**src/rtl/ser_tx_pkg.sv**
```systemverilog
package ser_tx_pkg;

  typedef enum logic [1:0] {
    PAR_NONE = 2'd0,
    PAR_ODD  = 2'd1,
    PAR_EVEN = 2'd2,
    PAR_RSVD = 2'd3
  } par_mode_e;

  function automatic logic parity_on(input par_mode_e m);
    return (m == PAR_ODD) || (m == PAR_EVEN);
  endfunction

endpackage

```
**src/rtl/ser_tx_baud.sv**
```systemverilog
module ser_tx_baud #(
  parameter int DIV_W = 16
) (
  input  logic             clk,
  input  logic             rst,
  input  logic             load,
  input  logic [DIV_W-1:0] div_in,
  input  logic             run,
  output logic             bit_end
);

  logic [DIV_W-1:0] div_q;
  logic [DIV_W-1:0] cnt_q;

  always_ff @(posedge clk) begin
    if (rst) begin
      div_q <= {{(DIV_W-1){1'b0}}, 1'b1};
      cnt_q <= '0;
    end else if (load) begin
      div_q <= div_in;
      cnt_q <= '0;
    end else if (run) begin
      if (cnt_q == div_q) cnt_q <= '0;
      else                cnt_q <= cnt_q + 1'b1;
    end
  end

  assign bit_end = run && (cnt_q == div_q);

  assert_cnt_in_period_R3: assert property (@(posedge clk) disable iff (rst)
    cnt_q <= div_q);

endmodule

```
**src/rtl/ser_tx_frame.sv**
```systemverilog
module ser_tx_frame
  import ser_tx_pkg::*;
#(
  parameter int DATA_W = 8
) (
  input  logic              clk,
  input  logic              rst,
  input  logic              load,
  input  logic [DATA_W-1:0] data,
  input  par_mode_e         par_mode,
  input  logic              two_stop,
  input  logic              bit_end,
  output logic              tx,
  output logic              busy,
  output logic              last_bit
);

  localparam int SH_W  = DATA_W + 3;
  localparam int MAX_N = DATA_W + 4;
  localparam int CNT_W = $clog2(MAX_N + 1);

  logic [SH_W-1:0]  sh_q;
  logic [CNT_W-1:0] left_q;
  logic [SH_W-1:0]  load_vec;
  logic [CNT_W-1:0] load_cnt;
  logic             pbit;
  logic             pon;

  always_comb begin
    pon  = parity_on(par_mode);
    pbit = (^data) ^ (par_mode == PAR_ODD);
    if (pon) load_vec = {2'b11, pbit, data};
    else     load_vec = {3'b111, data};
    load_cnt = CNT_W'(1 + DATA_W + 1) + CNT_W'(pon) + CNT_W'(two_stop);
  end

  assign last_bit = bit_end && (left_q == CNT_W'(1));

  always_ff @(posedge clk) begin
    if (rst) begin
      sh_q   <= '1;
      left_q <= '0;
      busy   <= 1'b0;
      tx     <= 1'b1;
    end else if (load) begin
      sh_q   <= load_vec;
      left_q <= load_cnt;
      busy   <= 1'b1;
      tx     <= 1'b0;
    end else if (bit_end) begin
      if (left_q == CNT_W'(1)) begin
        busy   <= 1'b0;
        left_q <= '0;
        tx     <= 1'b1;
      end else begin
        tx     <= sh_q[0];
        sh_q   <= {1'b1, sh_q[SH_W-1:1]};
        left_q <= left_q - 1'b1;
      end
    end
  end

  assert_idle_high_R1: assert property (@(posedge clk) disable iff (rst)
    !busy |-> tx);

  assert_count_live_R7: assert property (@(posedge clk) disable iff (rst)
    busy |-> (left_q != '0) && (left_q <= CNT_W'(MAX_N)));

endmodule

```
**src/rtl/ser_tx.sv**
```systemverilog
module ser_tx
  import ser_tx_pkg::*;
#(
  parameter int DIV_W  = 16,
  parameter int DATA_W = 8
) (
  input  logic              clk,
  input  logic              rst,
  input  logic              wr_en,
  input  logic [DATA_W-1:0] wr_data,
  input  logic [DIV_W-1:0]  divisor,
  input  logic [1:0]        parity_sel,
  input  logic              two_stop,
  input  logic              trig_en,
  output logic              tx,
  output logic              ready,
  output logic              trig
);

  logic accept;
  logic busy;
  logic bit_end;
  logic last_bit;
  logic trig_en_q;

  assign ready  = !busy;
  assign accept = wr_en && ready;

  ser_tx_baud #(.DIV_W(DIV_W)) u_baud (
    .clk     (clk),
    .rst     (rst),
    .load    (accept),
    .div_in  (divisor),
    .run     (busy),
    .bit_end (bit_end)
  );

  ser_tx_frame #(.DATA_W(DATA_W)) u_frame (
    .clk      (clk),
    .rst      (rst),
    .load     (accept),
    .data     (wr_data),
    .par_mode (par_mode_e'(parity_sel)),
    .two_stop (two_stop),
    .bit_end  (bit_end),
    .tx       (tx),
    .busy     (busy),
    .last_bit (last_bit)
  );

  always_ff @(posedge clk) begin
    if (rst) begin
      trig_en_q <= 1'b0;
      trig      <= 1'b0;
    end else begin
      if (accept) trig_en_q <= trig_en;
      trig <= last_bit && trig_en_q;
    end
  end

  assert_start_on_accept_R2: assert property (@(posedge clk) disable iff (rst)
    accept |=> (!ready && !tx));

  assert_trig_single_R9: assert property (@(posedge clk) disable iff (rst)
    trig |=> !trig);

  assert_trig_on_ready_rise_R9: assert property (@(posedge clk) disable iff (rst)
    trig |-> (ready && $past(!ready)));

  assert_busy_write_ignored_R8: assert property (@(posedge clk) disable iff (rst)
    (wr_en && !ready && !last_bit) |=> !ready);

endmodule

```
**config.mk**
```make
export PLATFORM = sky130hd
export DESIGN_NAME = ser_tx
export DESIGN_NICKNAME = d
export VERILOG_FILES = /design/src/rtl/ser_tx_pkg.sv /design/src/rtl/ser_tx_baud.sv /design/src/rtl/ser_tx_frame.sv /design/src/rtl/ser_tx.sv
export SDC_FILE = /design/constraint.sdc
export NUM_CORES = 1
export LEC_CHECK = 0
export ABC_AREA = 1
export ABC_CLOCK_PERIOD_IN_PS = 2000
export CORE_ASPECT_RATIO = 1.4
export CORE_MARGIN = 1
export CORE_UTILIZATION = 56
export DETAILED_ROUTE_END_ITERATION = 16
export PLACE_DENSITY = 0.83
export REMOVE_ABC_BUFFERS = 1
export SYNTH_ARGS = -nofsm -noshare
export SYNTH_HDL_FRONTEND = slang
export SYNTH_HIERARCHICAL = 1
export SYNTH_SLANG_ARGS = --single-unit
```
**constraint.sdc**
```tcl
create_clock -name clk -period 2 [get_ports clk]
set_clock_uncertainty 0.05 [all_clocks]
set_input_delay 0.3 -clock clk [delete_from_list [all_inputs] [get_ports clk]]
set_output_delay 0.3 -clock clk [all_outputs]
set_load 0.02 [all_outputs]
```
Word-level counts from Yosys, hierarchy flattened
Cells that the tools add are included.
{"block": "totals", "reg_bits": 51}
{"block": "op_classes", "reduce_logical": 12, "n_mux": 14, "bitwise_logic": 1, "add_sub_neg": 4, "eq_ne": 5}
{"cell": "$mux W11", "count": 3}
{"cell": "$add A16 B1 Y16 const B", "count": 1}
{"cell": "$eq A16 B16 Y1", "count": 1}
{"cell": "$mux W16", "count": 1}
{"cell": "$mux W4", "count": 3}
{"cell": "$mux W9", "count": 1}
{"cell": "$reduce_xor A8 Y1", "count": 1}
{"cell": "$mux W1", "count": 6}
{"cell": "$add A4 B1 Y4", "count": 1}
{"cell": "$add A4 B1 Y4 const A", "count": 1}
{"cell": "$eq A4 B1 Y1 const B", "count": 1}
{"cell": "$logic_and A1 B1 Y1", "count": 4}
{"cell": "$reduce_and A2 Y1", "count": 2}
{"cell": "$reduce_bool A2 Y1", "count": 2}
{"cell": "$sub A4 B1 Y4 const B", "count": 1}
{"cell": "$eq A2 B1 Y1 const B", "count": 1}
{"cell": "$eq A2 B2 Y1 const B", "count": 1}
{"cell": "$ne A2 B2 Y1 const B", "count": 1}
{"cell": "$reduce_or A2 Y1", "count": 1}
{"cell": "$logic_not A1 Y1", "count": 1}
{"cell": "$logic_or A1 B1 Y1", "count": 1}
{"cell": "$xor A1 B1 Y1", "count": 1}

Logic depth before layout (Yosys ltp)
{"block": "logic_depth", "depth_word": 5, "mapped_depth": 15, "depth_no_buf": 14}

Modules after synthesis
Netlist, hierarchy kept.
{"mod": "ser_tx_baud", "cells_each": 283, "area_per_inst_um2": 1796.7, "n_inst": 1}
{"mod": "ser_tx_frame", "cells_each": 159, "area_per_inst_um2": 985.9, "n_inst": 1}
{"mod": "ser_tx", "cells_each": 13, "area_per_inst_um2": 85.1, "n_inst": 1}

Worst setup path after synthesis
No wires, ideal clock.
{"block": "synth_path", "path_type": "register to register", "from": "register u_frame.busy", "to": "register u_frame.sh_q[8]", "setup_ps": 115, "arrival_ps": 1601, "required_time_ps": 1835, "path_stages_with_launch": 14, "n_path_buf": 2, "slack_ps": 234, "cell_sequence": "dfxtp_1 -> buf_4 -> nand2_1 -> nor2_1 -> nand2_1 -> nor2_1 -> nand3_2 -> inv_1 -> nor2_2 -> inv_2 -> o21ai_4 -> buf_6 -> a21oi_1 -> nand2_1"}
{"block": "synth_between", "elab_cells_between_ends": 7, "cone_classes": "eq/ne: 1; mux: 1; reduce/logical: 5"}
{"element": "start, declared", "line_no": "ser_tx_frame.sv:14", "text": "output logic busy,"}
{"element": "start signal, assigned", "line_no": "ser_tx_frame.sv:43", "text": "busy <= 1'b0;"}
{"element": "start signal, assigned", "line_no": "ser_tx_frame.sv:48", "text": "busy <= 1'b1;"}
{"element": "start signal, assigned", "line_no": "ser_tx_frame.sv:52", "text": "busy <= 1'b0;"}
{"element": "$logic_and A1 B1 Y1", "line_no": "ser_tx_baud.sv:28", "text": "assign bit_end = run && (cnt_q == div_q);"}
{"element": "via bit_end", "line_no": "ser_tx.sv:22", "text": "logic bit_end;"}
{"element": "$reduce_bool A2 Y1 (no source line)"}
{"element": "$reduce_and A2 Y1 (no source line)"}
{"element": "end signal, assigned", "line_no": "ser_tx_frame.sv:46", "text": "sh_q <= load_vec;"}
{"element": "end signal, assigned", "line_no": "ser_tx_frame.sv:57", "text": "sh_q <= {1'b1, sh_q[SH_W-1:1]};"}
{"element": "end, declared", "line_no": "ser_tx_frame.sv:22", "text": "logic [SH_W-1:0] sh_q;"}
The timed path passes the listed nets, and every way through them passes these cells.
A chain may end at the register's enable or synchronous reset.

Worst setup path after layout
{"block": "layout_path", "from": "register u_frame.busy", "to": "output ready"}
{"block": "layout_between", "elab_chain_cells": 1}
{"element": "$logic_not A1 Y1", "line_no": "ser_tx.sv:26", "text": "assign ready = !busy;"}
{"element": "end, declared", "line_no": "ser_tx.sv:16", "text": "output logic ready,"}
Every way passes these cells.

==> impl_metrics.env <==
export IMPL_drt_iter0_drc=129
export IMPL_slew_headroom_pct=69.5
export IMPL_nNetsFinal=535
export IMPL_synthFlopType="dfxtp_1"
export IMPL_maxCapViolations=0
export IMPL_clock_sinks=49
export IMPL_n_fill_cell=438
export IMPL_cts_path_max_buffers=2
export IMPL_finish_utilization_pct=71.3
export IMPL_yosysMostFrequentCell="nand2_1"
export IMPL_via_per_inst=5.15
export IMPL_timing_critical_path_buf_inv=3
export IMPL_netlist_instances=455
export IMPL_fmax_mhz=533
export IMPL_vias=2902
export IMPL_insertion_delay_ps=300
export IMPL_multi_input_area_mm2=0.00157
export IMPL_die_w_um=62.5
export IMPL_dp_final_hpwl_um=5020
export IMPL_synth_edff_count=0
export IMPL_grt_pass1_wl_um=11100
export IMPL_wl_met1_um=2640
export IMPL_status="finished, final reports clean"
export IMPL_grt_usage_pct=25.8
export IMPL_async_reset_ff_share_pct=0
export IMPL_postLayoutCellArea_mm2=0.00348
export IMPL_gp_congestion=0.898
export IMPL_pin_count=34
export IMPL_seqCellArea_um2=988
export IMPL_worstMarginPinSlew_ps=457
export IMPL_hold_path_class="flop to flop"
export IMPL_worstPathArrival_ps=1530
export IMPL_timing_hold_violations_final=0
export IMPL_yosysSeqAreaShare_pct=34.2
export IMPL_cts_made_buffers=5
export IMPL_port_buffers=33
export IMPL_coreArea_mm2=0.00488
export IMPL_synthTopCellsByCount="138 x nand2_1, 73 x inv_1, 51 x nor2_1"
export IMPL_synth_cell_types=32
export IMPL_synth_seq_cells=49
export IMPL_worstSetupPathType="flop to primary output"
export IMPL_drive_gt1_share_pct=10.0
export IMPL_p_leak_nw=1.67
export IMPL_initial_core_util_pct=58.8
export IMPL_worstPathRequired_ps=1650
export IMPL_worstSetupStartpointType="flop"
export IMPL_maxUsedRoutingLayer="met4"
export IMPL_antenna_found_initial=0
export IMPL_overflow=0
export IMPL_die_h_um=86.7
export IMPL_synth_avg_cell_area_um2=6.30
export IMPL_crit_path_end_kind="primary output"
export IMPL_syn2layout_area_growth_pct=21.3
export IMPL_wl_met2_um=3620
export IMPL_crit_chain="buf_4 > inv_1 > clkdlybuf4s50_1"
export IMPL_n_antenna_cell=0
export IMPL_placed_area_mm2=0.00331
export IMPL_rows=30
export IMPL_drt_wl_total_um=6640
export IMPL_slowest_stage="clkdlybuf4s50_1"
export IMPL_synth_top_area_share_pct=34.2
export IMPL_wl_per_cell_um=11.8
export IMPL_peakVddDrop_mv=0.532
export IMPL_period_share_pct=93.8
export IMPL_drt_pass1_iterations=4
export IMPL_cts_clk_slew_worst_paths_ps=90
export IMPL_cts_tree="yes"
export IMPL_setup_viol=0
export IMPL_synthTopCellsByArea="dfxtp_1 34%, nand2_1 18%, inv_1 9.6%"
export IMPL_wl_met3_um=203
export IMPL_crit_path_max_incr_delay_ps=620
export IMPL_period_needed_ps=1880
export IMPL_cts_root_buf="clkbuf_8"
export IMPL_power_per_cell_area_mw_per_mm2=673
export IMPL_crit_family="buffers and inverters"
export IMPL_syn_area_mm2=0.00287
export IMPL_grt_start_max_net_pins=29
export IMPL_grt_pass1_vias=2641
export IMPL_yosysTopAreaCell="dfxtp_1"
export IMPL_yosysWarnings=6
export IMPL_htree_levels=2
export IMPL_cts_hold_fix_buffers=0
export IMPL_finalMaxSlewViolations=0
export IMPL_worstPathMaxFanout=11
export IMPL_ant_nets=0
export IMPL_fp_dieArea_mm2=0.00542
export IMPL_post_route_drc_count=0
==> stage by stage <==
step / TNS [ps] / setup slack (ps) / hold WS, ps / power [mW] / std cells
detailed placement: 0 / 117 / 375 / 1.52 / 554
finish: 0 / 124 / 386 / 2.34 / 564
floorplan: -3490 / -247 / 319 / 1.35 / 447
global route: -27.9 / -11.4 / 405 / 2.46 / 564
CTS: 0 / 57.9 / 388 / 2.34 / 562
global placement: 0 / 164 / 368 / 1.51 / 554
==> what timing repair did <==
item,CTS,global route
endpoints found under the setup margin,0,11
setup buffers,0,1
gates resized for setup,0,10
==> registers in the layout (all words and copies together) (netlist names) <==
signal	count
u_frame/tx	1
u_baud/div_q	16
trig_en_q	1
u_baud/cnt_q	16
trig	1
u_frame/busy	1
u_frame/left_q	4
u_frame/sh_q	9
==> worst register-to-register path: cells and delay by family (launching register included) <==
kind	cells	cell delay, ps
simple gates	6	750
flops	1	390
compound gates	2	280
buf+inv	3	310
==> kinds of logic (layout without fill, tap and decap cells) <==
family | count (synthesis) | count (layout) | synth area share, %
xor+xnor | 13 | 13 | 3.97
flops | 49 | 49 | 34.2
compound gates | 73 | 74 | 13.6
fa+ha+maj | 5 | 5 | 2.18
simple gates | 229 | 229 | 34.3
buf+inv | 86 | 130 | 11.7
==> power breakdown <==
| part | total (mW) | leakage, nW | switching, mW | internal [mW] |
|---|---|---|---|---|
| clock | 0.827 | 0.0681 | 0.330 | 0.497 |
| combinational | 0.445 | 1.19 | 0.255 | 0.189 |
| sequential | 1.07 | 0.406 | 0.0351 | 1.03 |
==> final cells by class <==
cell class,count,area share [%]
Tap cell,64,2.30
Sequential cell,49,28.4
Timing Repair Buffer,44,11.9
Multi-Input combinational cell,321,45.1
Inverter,78,8.42
Clock inverter,3,1.87
Clock buffer,5,1.98
==> placed cells by master, fill, tap and decap left out, types with 2 or more instances in the layout <==
cell / n
a31oi_1: 2
nand3_1: 16
nand4_1: 3
a211oi_1: 2
inv_2: 5
nand3_2: 3
a21oi_1: 28
nor3_1: 5
o21ai_1: 8
clkdlybuf4s50_1: 33
dfxtp_1: 43
nand2_2: 3
dfxtp_2: 6
inv_1: 72
bufinv_16: 2
clkbuf_8: 5
nor2_2: 4
nor2_1: 50
nand2_1: 138
o21ai_0: 29
xnor2_1: 2
nor2_4: 3
xor2_1: 11
buf_4: 11
ha_1: 5
==> routing by layer <==
metal / GRT usage (%) / vias to the layer above
met5: 0 / -
met4: 11.4 / 0
met3: 3.16 / 17
met2: 50.4 / 63
met1: 27.4 / 1324
li1: - / 1498
==> worst paths after layout <==
| check | startpoint | endpoint | slack (ps) | depth (start not counted) |
|---|---|---|---|---|
| worst max-delay path | u_frame/busy$_SDFFE_PP0P_ | ready | 120 | 3 |
| worst max register to register | u_baud/cnt_q[3]$_SDFFE_PP0P_ | u_frame/sh_q[8]$_SDFFE_PP1P_ | 140 | 11 |
| worst min register to register | trig_en_q$_SDFFE_PP0P_ | trig$_SDFF_PP0_ | 390 | 2 |
| worst min-delay path | trig_en_q$_SDFFE_PP0P_ | trig$_SDFF_PP0_ | 390 | 2 |
Power figures use the tool's default switching activity.
